### src/rtl/eic_pkg.sv
package eic_pkg;
  localparam int NSRC     = 3;
  localparam int SRC_NMI  = 0;
  localparam int SRC_INT0 = 1;
  localparam int SRC_INT1 = 2;
  localparam int CODE_W   = 6;

  // per-source detection choice
  typedef struct packed {
    logic level;    // 1: level-sensitive
    logic falling;  // 1: falling edge / active-low
    logic both;     // 1: either edge
  } src_cfg_t;

  // stored mode fields (upper write bits are discarded)
  typedef struct packed {
    logic i1_fall;
    logic i1_level;
    logic i0_fall;
    logic i0_level;
    logic nmi_both;
  } mode_t;
endpackage

### src/rtl/eic_sync.sv
module eic_sync #(
  parameter int W      = 3,
  parameter int STAGES = 2
) (
  input  logic         clk,
  input  logic         rst,
  input  logic [W-1:0] pin_i,
  output logic [W-1:0] sync_o,
  output logic [W-1:0] prev_o
);
  logic [W-1:0] stg [STAGES];
  logic [W-1:0] prev_q;

  always_ff @(posedge clk) begin
    if (rst) begin
      for (int k = 0; k < STAGES; k++) stg[k] <= '0;
      prev_q <= '0;
    end else begin
      stg[0] <= pin_i;
      for (int k = 1; k < STAGES; k++) stg[k] <= stg[k-1];
      prev_q <= stg[STAGES-1];
    end
  end

  assign sync_o = stg[STAGES-1];
  assign prev_o = prev_q;
endmodule

### src/rtl/eic_detect.sv
module eic_detect
  import eic_pkg::*;
(
  input  logic     clk,
  input  logic     rst,
  input  logic     cur_i,
  input  logic     prev_i,
  input  src_cfg_t cfg_i,
  input  logic     clr_i,
  input  logic     ack_i,
  output logic     flag_o
);
  logic active, rise, fall, hit, flag_q;

  always_comb begin
    active = cfg_i.falling ? ~cur_i : cur_i;
    rise   = cur_i & ~prev_i;
    fall   = ~cur_i & prev_i;
    if (cfg_i.both)         hit = rise | fall;
    else if (cfg_i.falling) hit = fall;
    else                    hit = rise;
  end

  always_ff @(posedge clk) begin
    if (rst)              flag_q <= 1'b0;
    else if (cfg_i.level) flag_q <= active;
    else                  flag_q <= hit | (flag_q & ~clr_i & ~ack_i);
  end

  assign flag_o = flag_q;

  // edge mode: a set flag with no clear/ack stays set
  assert_edge_hold_R8: assert property (@(posedge clk) disable iff (rst)
    (!cfg_i.level && flag_q && !clr_i && !ack_i) |=> flag_q);

  // edge mode: clear or ack without a new edge drops the flag
  assert_clear_drop_R11: assert property (@(posedge clk) disable iff (rst)
    (!cfg_i.level && (clr_i || ack_i) && !hit) |=> !flag_q);

  // edge mode: an edge arriving with a clear still leaves the flag set
  assert_edge_wins_R10: assert property (@(posedge clk) disable iff (rst)
    (!cfg_i.level && hit) |=> flag_q);

  // level mode: flag tracks the active level one cycle later
  assert_level_follow_R5: assert property (@(posedge clk) disable iff (rst)
    cfg_i.level |=> (flag_q == $past(active)));
endmodule

### src/rtl/ext_irq_ctrl.sv
module ext_irq_ctrl
  import eic_pkg::*;
#(
  parameter int              ADDR_W      = 4,
  parameter logic [ADDR_W-1:0] MODE_ADDR = 4'h0,
  parameter logic [ADDR_W-1:0] CLR_ADDR  = 4'h1,
  parameter logic [5:0]      VEC_NMI     = 6'h08,
  parameter logic [5:0]      VEC_INT0    = 6'h0A,
  parameter logic [5:0]      VEC_INT1    = 6'h0B,
  parameter int              SYNC_STAGES = 2
) (
  input  logic              clk,
  input  logic              rst,
  input  logic              pin_nmi,
  input  logic              pin_int0,
  input  logic              pin_int1,
  input  logic              wr_en,
  input  logic [ADDR_W-1:0] wr_addr,
  input  logic [7:0]        wr_data,
  input  logic [NSRC-1:0]   irq_ack,
  output logic [NSRC-1:0]   irq_req,
  output logic              keyon_en
);
  localparam logic [NSRC*CODE_W-1:0] CODES = {VEC_INT1, VEC_INT0, VEC_NMI};

  mode_t           mode_q;
  logic [NSRC-1:0] cur, prev, clr_hit;
  src_cfg_t        cfg [NSRC];

  wire mode_wr = wr_en && (wr_addr == MODE_ADDR);
  wire clr_wr  = wr_en && (wr_addr == CLR_ADDR);

  always_ff @(posedge clk) begin
    if (rst)          mode_q <= '0;
    else if (mode_wr) mode_q <= wr_data[4:0];
  end

  assign keyon_en = ~mode_q.i1_level;

  always_comb begin
    cfg[SRC_NMI]  = '{level: 1'b0, falling: 1'b1, both: mode_q.nmi_both};
    cfg[SRC_INT0] = '{level: mode_q.i0_level, falling: mode_q.i0_fall, both: 1'b0};
    cfg[SRC_INT1] = '{level: mode_q.i1_level, falling: mode_q.i1_fall, both: 1'b0};
  end

  eic_sync #(.W(NSRC), .STAGES(SYNC_STAGES)) u_sync (
    .clk(clk), .rst(rst),
    .pin_i({pin_int1, pin_int0, pin_nmi}),
    .sync_o(cur), .prev_o(prev)
  );

  for (genvar i = 0; i < NSRC; i++) begin : g_src
    assign clr_hit[i] = clr_wr &&
      (wr_data == {2'b00, CODES[i*CODE_W +: CODE_W]});
    eic_detect u_det (
      .clk(clk), .rst(rst),
      .cur_i(cur[i]), .prev_i(prev[i]), .cfg_i(cfg[i]),
      .clr_i(clr_hit[i]), .ack_i(irq_ack[i]),
      .flag_o(irq_req[i])
    );
  end

  // wakeup enable must drop after a write that makes int1 level-sensitive
  assert_keyon_low_R12: assert property (@(posedge clk) disable iff (rst)
    (mode_wr && wr_data[3]) |=> !keyon_en);

  assert_keyon_high_R12: assert property (@(posedge clk) disable iff (rst)
    (mode_wr && !wr_data[3]) |=> keyon_en);

  // at most one source can match one clear byte
  assert_one_match_R9: assert property (@(posedge clk) disable iff (rst)
    $onehot0(clr_hit));
endmodule

### config.mk
export PLATFORM = sky130hd
export DESIGN_NAME = ext_irq_ctrl
export DESIGN_NICKNAME = d
export VERILOG_FILES = /design/src/rtl/eic_pkg.sv /design/src/rtl/eic_sync.sv /design/src/rtl/eic_detect.sv /design/src/rtl/ext_irq_ctrl.sv
export SDC_FILE = /design/constraint.sdc
export NUM_CORES = 1
export LEC_CHECK = 0
export ABC_AREA = 1
export CAP_MARGIN = 40
export CELL_PAD_IN_SITES_DETAIL_PLACEMENT = 1
export CELL_PAD_IN_SITES_GLOBAL_PLACEMENT = 2
export CORE_MARGIN = 2
export CORE_UTILIZATION = 24
export CTS_CLUSTER_DIAMETER = 40
export DETAILED_ROUTE_END_ITERATION = 10
export GPL_ROUTABILITY_DRIVEN = 0
export HOLD_SLACK_MARGIN = 0.15
export PLACE_DENSITY = 0.8
export SLEW_MARGIN = 20
export SYNTH_ARGS = -nofsm -noshare
export SYNTH_HDL_FRONTEND = slang
export SYNTH_SLANG_ARGS = --single-unit
### constraint.sdc
create_clock -name clk -period 1.1 [get_ports clk]
set_input_delay 0.22 -clock clk [delete_from_list [all_inputs] [get_ports clk]]
set_output_delay 0.22 -clock clk [all_outputs]
set_load 0.01 [all_outputs]
==> impl_metrics.py <==
metrics = {
    "layout": {
        "final_net_count": 162,
        "seqCellArea_um2": 344,
        "fill_cells": 419,
        "drive_gt1_frac": 0.237,
        "diodes": 0,
        "area_growth_pct": 41.1,
        "multiInputGateArea_um2": 350,
        "final_cell_mix": "inv_1 (20), nor2_1 (20), clkdlybuf4s50_1 (19)",
    },
    "sta": {
        "maxSlewViolCount": 0,
        "setup_violations": 0,
        "tns_ns": 0,
        "fin_ws_ns": 0.0461,
        "slew_headroom": 0.837,
        "finalHoldViolCount": 0,
        "fin_crit_sh": 0.958,
        "fin_worst_skew_ns": 0.00616,
        "clock.fmax_ghz": 0.949,
        "grt_setup_unrepaired": "no",
        "tightestPinTransition_ns": 0.243,
        "min_period_ns": 1.05,
    },
    "yosys": {
        "ys_seq_elements": 17,
        "synth_top_family_by_area": "simple AND/OR/NAND/NOR gates",
        "synth_compound_area_frac": 0.119,
        "syn-cell-area_um2": 798,
        "yosysUniqueCellTypes": 18,
        "synth_seq_area_share": 0.426,
        "yosys.area_share.simple": 0.293,
        "synth_nets": 132,
        "synth_fa_ha_area_frac": 0.0157,
        "synth_area_per_cell_um2": 7.26,
        "synth_xor_area_frac": 0,
        "yosys-mux-area-fraction": 0,
        "synth_cells": 110,
        "synth_warnings": 0,
    },
    "min_path": {
        "min_to": "cfg[2]",
        "min_path_type": "input port to register",
        "holdPathStages": 3,
        "min_from": "wr_data[3]",
    },
    "setup_path": {
        "criticalPathCategory": "register to output port",
        "path_cells": "clkdlybuf4s15_2",
        "path_buf_inv": 1,
        "rr_endpoint": "g_src[0].u_det.flag_o",
        "crit_slowest_cell": "dfxtp_2",
        "r2r_slack_ns": 0.09,
        "rr_startpoint": "u_sync.stg[0][3]",
        "critPathArrivalTime_ns": 0.83,
        "critPathRequiredTime_ns": 0.88,
        "slowest_delay_ns": 0.34,
        "critPathTopFamily": "flip-flops",
        "reg2reg_depth": 5,
        "critPathCaptureType": "output port",
        "cp_max_fo": 2,
        "critPathLaunchType": "register",
    },
    "routing": {
        "firstDrtPassIters": 4,
        "drt_wl_total_um": 1820,
        "antenna_left": 0,
        "num_vias": 749,
        "drcViolationCount": 0,
        "wire_per_inst_um": 9.96,
        "viasPerCell": 4.09,
        "drt-initial-drc-count": 13,
    },
    "place": {
        "io_buffers": 24,
        "hpwlAfterDp_um": 1570,
        "post-place-ws_ns": -0.252,
    },
    "floorplan": {
        "rows": 20,
        "die_y_um": 61.7,
        "ios": 25,
        "die_area_mm2": 0.00380,
        "start_util": 0.257,
        "fp.dieW_um": 61.7,
        "core_area_mm2": 0.00310,
    },
    "global_route": {
        "grt_pass1_vias": 808,
        "grt_use_total": 0.108,
        "grt_pass1_wl_um": 3080,
        "grt_antenna_before_repair": 0,
        "grt_overflow": 0,
        "grt_start_max_net_pins": 11,
    },
    "clocking": {
        "cts_tree": "done",
        "clkTransAtPathRegs_ns": 0.09,
        "cts_setup_buffers": 0,
        "numCtsBuffers": 3,
        "clock_path_buffers": 2,
        "cts_sinks": 17,
        "cts_max_level": 1,
        "clk_latency_ns": 0.28,
        "clockRootBuffer": "clkbuf_4",
    },
    "pwr": {
        "p_leak_uw": 0.000453,
        "p_per_area_mw_per_mm2": 1030,
        "power_uw": 1160,
        "ir_worst_vdd_mv": 0.670,
    },
    "outcome": {
        "status": "completed",
    },
    "run": {
        "drv_cap": 0,
    },
}
==> area by class of cell <==
type / count / area share
clock inverter: 1 / 0.00444
multi-input combinational: 67 / 0.311
timing repair buffer: 29 / 0.237
inverter: 22 / 0.0733
clock buffer: 3 / 0.0200
tap: 44 / 0.0489
sequential: 17 / 0.306
==> cells in the mapped netlist, drive strengths merged <==
library cell / n / area share
a21oi: 8 / 0.064
buf: 4 / 0.042
dfxtp: 17 / 0.43
ha: 1 / 0.016
inv: 22 / 0.10
nand2: 20 / 0.10
nand3: 5 / 0.047
nor2: 25 / 0.14
o21ai: 8 / 0.055
==> cell families after synthesis <==
group | count (synthesis)
fa+ha+maj | 1
buf+inv | 26
simple gates | 50
flops | 17
compound gates | 16
==> per-stage QoR <==
step	hold WS, ns	std cells	utilization	area [µm²]
floorplan	0.327	110	-	798
global placement	0.391	179	0.354	1100
detailed placement	0.405	179	0.354	1100
global route	0.321	183	0.363	1130
finish	0.286	183	0.363	1130
CTS	0.420	183	0.362	1120
==> how the worst max path moves through the flow <==
stage                                from               endpoint  cells after the start
finish              g_src[1].u_det.flag_o             irq_req[1]                      1
global route                   wr_data[1]  g_src[1].u_det.flag_o                      8
CTS                 g_src[0].u_det.flag_o             irq_req[0]                      1
detailed placement             wr_data[3]  g_src[0].u_det.flag_o                      8
global placement               wr_data[3]  g_src[0].u_det.flag_o                      8
floorplan                u_sync.stg[0][3]  g_src[0].u_det.flag_o                      5
==> power breakdown <==
part,internal (µW),switching (µW),total (µW)
clock,135,179,314
sequential,639,10.6,649
combinational,108,84.1,192
==> layer usage <==
layer	vias to the layer above	share of wire	wire length (µm)	GRT usage
li1	384	-	-	-
met1	347	0.41	740	0.102
met2	18	0.54	987	0.229
met3	0	0.052	94	0.0420
met4	0	0	0	0
met5	-	0	0	0
==> state kept, by name, summed over array words and instances, names as in the netlist <==
signal,count
u_sync.prev_o,3
cfg,5
g_src.u_det.flag_o,3
u_sync.stg,6
==> what timing repair did <==
item,in CTS,in global routing
pin swaps,0,2
endpoints found under the hold margin,0,0
endpoints found under the setup margin,4,6
hold buffers,0,0
gates resized for setup,13,8
Power figures use the tool's default switching activity.
